==> config.mk <==
export PLATFORM = sky130hd
export DESIGN_NAME = acc_cpu
export DESIGN_NICKNAME = d
export VERILOG_FILES = /design/src/rtl/acc_cpu_pkg.sv /design/src/rtl/acc_cpu_timing.sv /design/src/rtl/acc_cpu_seq.sv /design/src/rtl/acc_cpu_dp.sv /design/src/rtl/acc_cpu.sv
export SDC_FILE = /design/constraint.sdc
export NUM_CORES = 1
export LEC_CHECK = 0
export BUFFER_PORTS_ARGS = -buffer_cell sky130_fd_sc_hd__buf_4
export CORE_MARGIN = 2
export CORE_UTILIZATION = 44
export CTS_CLUSTER_SIZE = 10
export DETAILED_ROUTE_END_ITERATION = 8
export PLACE_DENSITY_LB_ADDON = 0.08
export SKIP_CTS_REPAIR_TIMING = 1
export SLEW_MARGIN = 25
export SYNTH_ARGS = -nofsm -noshare
export SYNTH_HDL_FRONTEND = slang
export SYNTH_HIERARCHICAL = 1
export SYNTH_SLANG_ARGS = --single-unit
==> constraint.sdc <==
create_clock -name clk_i -period 7.2 [get_ports clk_i]
set_input_delay 0.72 -clock clk_i [delete_from_list [all_inputs] [get_ports clk_i]]
set_output_delay 0.72 -clock clk_i [all_outputs]
set_load 0.02 [all_outputs]
==> src/rtl/acc_cpu_pkg.sv <==
package acc_cpu_pkg;

  localparam int OP_W = 4;

  typedef enum logic [2:0] {
    K_NOP,
    K_CLA,
    K_ADD,
    K_STA,
    K_JMP
  } kind_e;

  typedef enum logic [1:0] {
    S_FETCH,
    S_EXEC,
    S_ADDR,
    S_MEM
  } state_e;

  typedef struct packed {
    logic ir_ld;
    logic pc_inc;
    logic pc_jmp;
    logic ar_ld;
    logic acc_clr;
    logic acc_add;
    logic mem_rd;
    logic mem_we;
    logic done;
  } ctrl_t;

  function automatic kind_e decode_op(input logic [OP_W-1:0] raw);
    case (raw)
      4'h1:    return K_CLA;
      4'h2:    return K_ADD;
      4'h3:    return K_STA;
      4'h4:    return K_JMP;
      default: return K_NOP;
    endcase
  endfunction

endpackage

==> src/rtl/acc_cpu_timing.sv <==
module acc_cpu_timing #(
  parameter int MC_CLKS = 2
) (
  input  logic clk_i,
  input  logic rst_ni,
  output logic mc_first_o,
  output logic mc_last_o
);

  localparam int PH_W = (MC_CLKS > 2) ? $clog2(MC_CLKS) : 1;
  localparam logic [PH_W-1:0] PH_LAST = PH_W'(MC_CLKS - 1);

  logic [PH_W-1:0] phase_q;

  always_ff @(posedge clk_i or negedge rst_ni) begin
    if (!rst_ni)             phase_q <= '0;
    else if (phase_q == PH_LAST) phase_q <= '0;
    else                     phase_q <= phase_q + PH_W'(1);
  end

  assign mc_first_o = (phase_q == '0);
  assign mc_last_o  = (phase_q == PH_LAST);

  assert_phase_range_R8: assert property (@(posedge clk_i) disable iff (!rst_ni)
    phase_q <= PH_LAST);

  assert_phase_wrap_R8: assert property (@(posedge clk_i) disable iff (!rst_ni)
    mc_last_o |=> mc_first_o);

endmodule

==> src/rtl/acc_cpu_seq.sv <==
module acc_cpu_seq
  import acc_cpu_pkg::*;
(
  input  logic            clk_i,
  input  logic            rst_ni,
  input  logic            mc_last_i,
  input  logic [OP_W-1:0] fetch_op_i,
  output state_e          state_o,
  output ctrl_t           ctrl_o
);

  state_e state_q, state_d;
  kind_e  kind_q;
  kind_e  fetch_kind;

  assign fetch_kind = decode_op(fetch_op_i);

  always_comb begin
    state_d = state_q;
    if (mc_last_i) begin
      case (state_q)
        S_FETCH: state_d = (fetch_kind == K_ADD || fetch_kind == K_STA) ? S_ADDR : S_EXEC;
        S_EXEC:  state_d = S_FETCH;
        S_ADDR:  state_d = S_MEM;
        S_MEM:   state_d = S_FETCH;
        default: state_d = S_FETCH;
      endcase
    end
  end

  always_ff @(posedge clk_i or negedge rst_ni) begin
    if (!rst_ni) begin
      state_q <= S_FETCH;
      kind_q  <= K_NOP;
    end else begin
      state_q <= state_d;
      if (state_q == S_FETCH && mc_last_i) kind_q <= fetch_kind;
    end
  end

  always_comb begin
    ctrl_o = '0;
    case (state_q)
      S_FETCH: begin
        ctrl_o.mem_rd = 1'b1;
        ctrl_o.ir_ld  = mc_last_i;
        ctrl_o.pc_inc = mc_last_i;
      end
      S_EXEC: begin
        // no-op class: nothing asserted besides the done pulse
        ctrl_o.acc_clr = mc_last_i && (kind_q == K_CLA);
        ctrl_o.pc_jmp  = mc_last_i && (kind_q == K_JMP);
        ctrl_o.done    = mc_last_i;
      end
      S_ADDR: begin
        ctrl_o.ar_ld = mc_last_i;
      end
      S_MEM: begin
        ctrl_o.mem_rd  = (kind_q == K_ADD);
        ctrl_o.acc_add = mc_last_i && (kind_q == K_ADD);
        ctrl_o.mem_we  = mc_last_i && (kind_q == K_STA);
        ctrl_o.done    = mc_last_i;
      end
      default: ctrl_o = '0;
    endcase
  end

  assign state_o = state_q;

  assert_next_is_fetch_R8: assert property (@(posedge clk_i) disable iff (!rst_ni)
    ctrl_o.done |=> (state_q == S_FETCH));

  assert_exec_quiet_R6: assert property (@(posedge clk_i) disable iff (!rst_ni)
    (state_q == S_EXEC || state_q == S_ADDR) |-> (!ctrl_o.mem_rd && !ctrl_o.mem_we));

  assert_we_single_R4: assert property (@(posedge clk_i) disable iff (!rst_ni)
    ctrl_o.mem_we |=> !ctrl_o.mem_we);

  assert_strobe_excl_R5: assert property (@(posedge clk_i) disable iff (!rst_ni)
    $onehot0({ctrl_o.mem_rd, ctrl_o.mem_we}));

endmodule

==> src/rtl/acc_cpu_dp.sv <==
module acc_cpu_dp
  import acc_cpu_pkg::*;
#(
  parameter int DATA_W = 12,
  parameter int ADDR_W = 8
) (
  input  logic              clk_i,
  input  logic              rst_ni,
  input  ctrl_t             ctrl_i,
  input  logic [DATA_W-1:0] mem_rdata_i,
  output logic [ADDR_W-1:0] pc_o,
  output logic [ADDR_W-1:0] ar_o,
  output logic [DATA_W-1:0] dr_o,
  output logic [DATA_W-1:0] acc_o,
  output logic              carry_o,
  output logic              zero_o
);

  logic [ADDR_W-1:0] pc_q, ar_q;
  logic [DATA_W-1:0] ir_q, dr_q, acc_q;
  logic              carry_q, zero_q;
  logic [DATA_W:0]   sum;

  assign sum = {1'b0, acc_q} + {1'b0, mem_rdata_i};

  always_ff @(posedge clk_i or negedge rst_ni) begin
    if (!rst_ni) begin
      pc_q    <= '0;
      ar_q    <= '0;
      ir_q    <= '0;
      dr_q    <= '0;
      acc_q   <= '0;
      carry_q <= 1'b0;
      zero_q  <= 1'b0;
    end else begin
      if (ctrl_i.ir_ld) ir_q <= mem_rdata_i;
      if (ctrl_i.pc_jmp)      pc_q <= ir_q[ADDR_W-1:0];
      else if (ctrl_i.pc_inc) pc_q <= pc_q + ADDR_W'(1);
      if (ctrl_i.ar_ld) begin
        ar_q <= ir_q[ADDR_W-1:0];
        dr_q <= acc_q;
      end
      if (ctrl_i.acc_clr) begin
        acc_q   <= '0;
        carry_q <= 1'b0;
        zero_q  <= 1'b1;
      end else if (ctrl_i.acc_add) begin
        acc_q   <= sum[DATA_W-1:0];
        carry_q <= sum[DATA_W];
        zero_q  <= (sum[DATA_W-1:0] == '0);
      end
    end
  end

  assign pc_o    = pc_q;
  assign ar_o    = ar_q;
  assign dr_o    = dr_q;
  assign acc_o   = acc_q;
  assign carry_o = carry_q;
  assign zero_o  = zero_q;

  assert_pc_step_R1: assert property (@(posedge clk_i) disable iff (!rst_ni)
    (ctrl_i.pc_inc && !ctrl_i.pc_jmp) |=> (pc_q == $past(pc_q) + ADDR_W'(1)));

  assert_pc_excl_R1: assert property (@(posedge clk_i) disable iff (!rst_ni)
    !(ctrl_i.pc_inc && ctrl_i.pc_jmp));

  assert_clear_R2: assert property (@(posedge clk_i) disable iff (!rst_ni)
    ctrl_i.acc_clr |=> (acc_q == '0 && zero_q && !carry_q));

  assert_zero_flag_R3: assert property (@(posedge clk_i) disable iff (!rst_ni)
    ctrl_i.acc_add |=> (zero_q == (acc_q == '0)));

  assert_jump_R7: assert property (@(posedge clk_i) disable iff (!rst_ni)
    ctrl_i.pc_jmp |=> (pc_q == $past(ir_q[ADDR_W-1:0])));

endmodule

==> src/rtl/acc_cpu.sv <==
module acc_cpu
  import acc_cpu_pkg::*;
#(
  parameter int DATA_W  = 12,
  parameter int ADDR_W  = DATA_W - OP_W,
  parameter int MC_CLKS = 2
) (
  input  logic              clk_i,
  input  logic              rst_ni,
  output logic [ADDR_W-1:0] mem_addr_o,
  output logic              mem_rd_o,
  output logic              mem_we_o,
  output logic [DATA_W-1:0] mem_wdata_o,
  input  logic [DATA_W-1:0] mem_rdata_i,
  output logic              instr_done_o,
  output logic [DATA_W-1:0] acc_o,
  output logic              carry_o,
  output logic              zero_o
);

  logic              mc_first, mc_last;
  state_e            state;
  ctrl_t             ctrl;
  logic [ADDR_W-1:0] pc, ar;
  logic [DATA_W-1:0] dr;

  acc_cpu_timing #(.MC_CLKS(MC_CLKS)) u_timing (
    .clk_i      (clk_i),
    .rst_ni     (rst_ni),
    .mc_first_o (mc_first),
    .mc_last_o  (mc_last)
  );

  acc_cpu_seq u_seq (
    .clk_i      (clk_i),
    .rst_ni     (rst_ni),
    .mc_last_i  (mc_last),
    .fetch_op_i (mem_rdata_i[DATA_W-1 -: OP_W]),
    .state_o    (state),
    .ctrl_o     (ctrl)
  );

  acc_cpu_dp #(.DATA_W(DATA_W), .ADDR_W(ADDR_W)) u_dp (
    .clk_i       (clk_i),
    .rst_ni      (rst_ni),
    .ctrl_i      (ctrl),
    .mem_rdata_i (mem_rdata_i),
    .pc_o        (pc),
    .ar_o        (ar),
    .dr_o        (dr),
    .acc_o       (acc_o),
    .carry_o     (carry_o),
    .zero_o      (zero_o)
  );

  assign mem_addr_o   = (state == S_FETCH) ? pc : ar;
  assign mem_rd_o     = ctrl.mem_rd;
  assign mem_we_o     = ctrl.mem_we;
  assign mem_wdata_o  = dr;
  assign instr_done_o = ctrl.done;

  assert_done_realign_R8: assert property (@(posedge clk_i) disable iff (!rst_ni)
    instr_done_o |=> mc_first);

  assert_ar_hold_R5: assert property (@(posedge clk_i) disable iff (!rst_ni)
    (state == S_MEM && !mc_first) |-> $stable(ar));

  assert_wdata_acc_R4: assert property (@(posedge clk_i) disable iff (!rst_ni)
    mem_we_o |-> (mem_wdata_o == acc_o));

endmodule

After elaboration in Yosys (flattened, before gate mapping)
Cells that the tools add are included.
{"block": "totals", "reg_bits": 56, "inputBits": 14, "out_inout_bits": 37, "word_cells": 58}
{"block": "op_classes", "add_sub_neg": 3, "n_eq_ne": 13, "n_mux": 21, "reduce_logical": 11}
{"operator": "$mux 12", "count": 2}
{"operator": "$mux 8", "count": 3}
{"operator": "$add 12x12->13", "count": 1}
{"operator": "$eq 3x2->1 const B", "count": 4}
{"operator": "$logic_not 12->1", "count": 1}
{"operator": "$pmux 3 s4", "count": 1}
{"operator": "$mux 1", "count": 11}
{"operator": "$add 8x1->8 const B", "count": 1}
{"operator": "$eq 4x2->1 const B", "count": 2}
{"operator": "$pmux 2 s3", "count": 1}
{"operator": "$logic_and 1x1->1", "count": 5}
{"operator": "$eq 2x2->1 const B", "count": 2}
{"operator": "$eq 4x1->1 const B", "count": 1}
{"operator": "$eq 4x3->1 const B", "count": 1}
{"operator": "$mux 2", "count": 2}
{"operator": "$reduce_bool 2->1", "count": 2}
{"operator": "$eq 3x1->1 const B", "count": 1}
{"operator": "$eq 3x3->1 const B", "count": 1}
{"operator": "$eq 2x1->1 const B", "count": 1}
{"operator": "$logic_not 2->1", "count": 1}
{"operator": "$pmux 1 s2", "count": 1}
{"operator": "$reduce_or 2->1", "count": 1}
{"operator": "$add 1x1->1 const B", "count": 1}
{"operator": "$logic_or 1x1->1", "count": 1}

Longest topological paths before layout
{"block": "depth", "depth_word": 6, "ltp_mapped": 9, "mapped_depth_nobuf": 9}

By module
Netlist, hierarchy kept.
{"mod": "acc_cpu_dp", "instances": 1, "cells_per_inst": 219, "area_each_um2": 2547.4, "seq_area_each_um2": 1251.2}
{"mod": "acc_cpu_seq", "instances": 1, "cells_per_inst": 37, "area_each_um2": 396.6, "seq_area_each_um2": 125.1}
{"mod": "acc_cpu", "instances": 1, "cells_per_inst": 9, "area_each_um2": 101.3, "seq_area_each_um2": 0.0}
{"mod": "acc_cpu_timing", "instances": 1, "cells_per_inst": 2, "area_each_um2": 28.8, "seq_area_each_um2": 25.0}

Least setup slack after synthesis
Ideal clock, no wire load.
{"block": "synth_path", "kind": "input to register", "from": "input port mem_rdata_i[0]", "to": "register u_dp.zero_q, in the netlist u_dp/zero_o", "setup_time_ps": 92, "t_arrival_ps": 2783, "required_ps": 7108, "path_slack_ps": 4325, "cell_stages": 9, "n_path_buf": 0, "cell_sequence": "ha_1 > fa_1 > a21oi_1 > o211a_1 > nor2_2 > a211oi_4 > xnor2_1 > or4_1 > o31ai_2"}
{"block": "synth_via", "elab_chain_cells": 4}
{"item": "start, declared", "line": "acc_cpu.sv:14", "rtl": "input logic [DATA_W-1:0] mem_rdata_i,"}
{"item": "$add 12x12->13", "line": "acc_cpu_dp.sv:24", "rtl": "assign sum = {1'b0, acc_q} + {1'b0, mem_rdata_i};"}
{"item": "$logic_not 12->1", "line": "acc_cpu_dp.sv:50", "rtl": "zero_q <= (sum[DATA_W-1:0] == '0);"}
{"item": "$mux 1", "line": "acc_cpu_dp.sv:47", "rtl": "end else if (ctrl_i.acc_add) begin"}
{"item": "$mux 1", "line": "acc_cpu_dp.sv:43", "rtl": "if (ctrl_i.acc_clr) begin"}
{"item": "end signal, assigned", "line": "acc_cpu_dp.sv:50"}
{"item": "end, declared", "line": "acc_cpu_dp.sv:21", "rtl": "logic carry_q, zero_q;"}
Every way passes these cells. The select of a mux whose other input is x is not followed.
A chain may end at the register's enable or synchronous reset.

Worst setup path after layout
Same ends and word-level chain as after synthesis.

==> impl_results.md <==
* Outcome: finished clean
* Max-slew headroom at 0.421
* Boundary Pins at 51
* Ys Warns at 6
* Synth area leaders: dfrtp_1, mux2_2, ha_1
* Area of the core at 6790 sq um
* Remaining antenna violation count at 0
* Worst-path cell chain: buf_4 -> ha_1 -> fa_1 -> a21oi_1 -> o211a_1 -> nor2_2 -> a211oi_4 -> xnor2_1 -> or4_1 -> o31ai_2
* CTS Buffer Depth at 2
* Mux share of post-synthesis cell area at 0.184
* Clock transition at path regs at 110 ps
* Synth Area in Adders at 0.0757
* RSZ-0062 raised after global routing: no
* Slowest cell on the critical path: or4_1
* Detailed Place HPWL at 4.38 mm
* GP Congestion at 0.887
* DRT Pass-1 Iters at 4
* Final instance area at 3640 sq um
* Root cell of the clock tree: clkbuf_8
* Sequential fraction of the synthesis area at 0.456
* CP required at 7410 ps
* Non-filler instance count after layout at 414
* FF-to-FF End: u_dp/zero_o$_DFFE_PN0P_
* Xor/xnor share of the synthesized area at 0.0399
* EDFF count, synth at 0
* TritonCTS clock tree: done
* Initial core utilization at 0.452
* Distinct cells, synth at 54
* Largest family of logic cells by synthesized area: multiplexers
* GR Util All Layers at 0.172
* R2r startpoint: u_dp/acc_o[0]$_DFFE_PN0P_
* Filler instances at 598
* Simple-Gate Fraction of Synth Area at 0.113
* H-tree depth at 2
* DRC Markers at 0
* Most frequent cell after synthesis: dfrtp_1
* Clock sinks at 56
* Diode count at 0
* Post-synth top area cell: dfrtp_1
* CP max stage delay at 550 ps
* Tmin final at 2870 ps
* Post-Route WL at 6.08 mm
* Synth Area in Compound Gates at 0.106
* Layout cell share with drive strength beyond 1 at 0.346
* Pin count of the biggest net entering global routing at 57
* Routed vias at 2140
* Inst Count DP at 406
* Commonest cells in the netlist: dfrtp_1, mux2_2, nor2_1
* Top_reg_cell synth: dfrtp_1
* Layout Skew at 14.1 ps
* Slew Limit Fails at 0
* Die height at 87.6 microns
* Final Cycle Share at 0.398
* Static leakage at 1.70 nW
* Arrival time at the worst endpoint at 3080 ps
* CP max FO at 3
* R2R Setup Slk at 4420 ps
* Routed WL per cell at 14.7 microns
* Overflow after GRT at 0
* Initial antenna violation count at 0
* Die W at 87.6 microns
* Cell area power density at 376 nW/um^2
* Max Clock Freq at 349 MHz
* Post-synthesis register bit count at 56
* Vias per std cell at 5.17
* Mean Syn Cell Area at 11.5 sq um
* Setup violators final at 0
* Dpl cell area at 3540 sq um
* Buffers on Ports at 50
* Area Growth Syn to Fin at 18.4%
* First-pass GRT wire length at 10.4 mm
* WS Path Type: input pin to flip-flop
* Die footprint at 7670 sq um
* Syn Nets at 299
* Max VDD drop at 0.133 mV
* Rows at 30
* Max cap viols at 0
* Worst r2r path cells at 9
* Worst-margin pin slew at 865 ps
* Post-synthesis cell count at 267
* Tightest Hold Check Type: input pin to asynchronous set/reset pin
* Critical path capture point type: flip-flop
* Yosys top cell area share at 0.456
* Fin nets at 349
* Synthesized area at 3070 sq um
* Iter 0 DRT Violations at 89
* CP Launch Type: input pin
* Total negative slack at 0 ps
* Number of global-route vias before repair at 2098
* Clk_lat worst skew at 310 ps
* Final Hold Violating Endpoints at 0
* Asr flop ratio synth at 1.00
* CTS buffer count at 5
## metrics by stage
step / utilization / hold slack [ps] / worst slack [ps] / power (mW)
finish: 0.536 / 455 / 4330 / 1.37
global route: 0.536 / 511 / 4200 / 1.47
CTS: 0.536 / 481 / 4340 / 1.39
detailed placement: 0.522 / 493 / 4030 / 1.20
global placement: 0.522 / 488 / 4100 / 1.19
floorplan: - / 416 / 4320 / 0.983
## cells by family (layout without fill, tap and decap cells)
logic type      Yosys count  after routing
compound gates           44             44
xor+xnor                 14             14
fa+ha+maj                18             18
buf+inv                  18             69
flops                    56             56
mux                      51             51
simple gates             66             66
## sequential cells by signal, indices dropped and copies added (netlist names)
signal              cells
u_seq/state_o           2
u_seq/kind_q            3
u_dp/carry_o            1
u_dp/zero_o             1
u_dp/acc_o             12
u_dp/ir_q               8
u_dp/ar_o               8
u_dp/pc_o               8
u_timing/mc_last_o      1
u_dp/dr_o              12
## report_power, final
group | total [mW] | internal (mW) | leakage (nW) | switching [mW]
Clock | 0.181 | 0.0712 | 0.0452 | 0.110
Sequential | 0.517 | 0.424 | 0.716 | 0.0923
Combinational | 0.671 | 0.325 | 0.940 | 0.345
## worst max-delay path, delay by kind of cell
kind	cells	cell delay (ps)
simple gates	2	620
buf+inv	1	120
fa+ha+maj	2	650
xor+xnor	1	120
compound gates	4	850
## worst max-delay path by stage
stage                         from                       to  slack [ps]  cells after the start
finish              mem_rdata_i[0]  u_dp/zero_o$_DFFE_PN0P_        4330                     10
detailed placement  mem_rdata_i[0]  u_dp/zero_o$_DFFE_PN0P_        4030                     10
global route        mem_rdata_i[0]  u_dp/zero_o$_DFFE_PN0P_        4200                     10
CTS                 mem_rdata_i[0]  u_dp/zero_o$_DFFE_PN0P_        4340                     10
global placement    mem_rdata_i[0]  u_dp/zero_o$_DFFE_PN0P_        4100                     10
floorplan           mem_rdata_i[0]  u_dp/zero_o$_DFFE_PN0P_        4320                      9
## layer usage
| layer | up-vias | routed length, microns | part of all wire | track usage |
|---|---|---|---|---|
| met3 | 2 | 210 | 0.035 | 0.0330 |
| li1 | 1049 | - | - | - |
| met2 | 36 | 2710 | 0.45 | 0.262 |
| met1 | 1053 | 3130 | 0.51 | 0.255 |
| met4 | 0 | 33 | 0.0054 | 0.0378 |
| met5 | - | 0 | 0 | 0 |
## cell type report
type / instances / area (sq um) / area share
well taps: 96 / 120 / 0.0330
clock inverters: 3 / 25.0 / 0.00688
inverters: 9 / 33.8 / 0.00928
multi-input cells: 193 / 1600 / 0.439
repair buffers: 52 / 390 / 0.107
flip-flops and latches: 56 / 1400 / 0.385
clock buffers: 5 / 68.8 / 0.0189
## cell usage in the layout (no fill, tap or decap), types with 2 or more instances in the layout
cell type  count
o211a_1        2
inv_6          2
a211oi_1       5
nand2_1       14
nand3_1        3
buf_4         52
mux2_2        36
nor2_1        24
nor3b_1        2
nand4_1        2
a21oi_1        9
xnor2_1        7
mux2_4         2
ha_1          17
xor2_1         7
a21o_1         4
inv_1          9
clkbuf_8       5
dfrtp_1       56
o21ai_0       10
mux2i_1       12
nor3_1         3
nand3b_1       3
(Power assumes the default switching activity.)
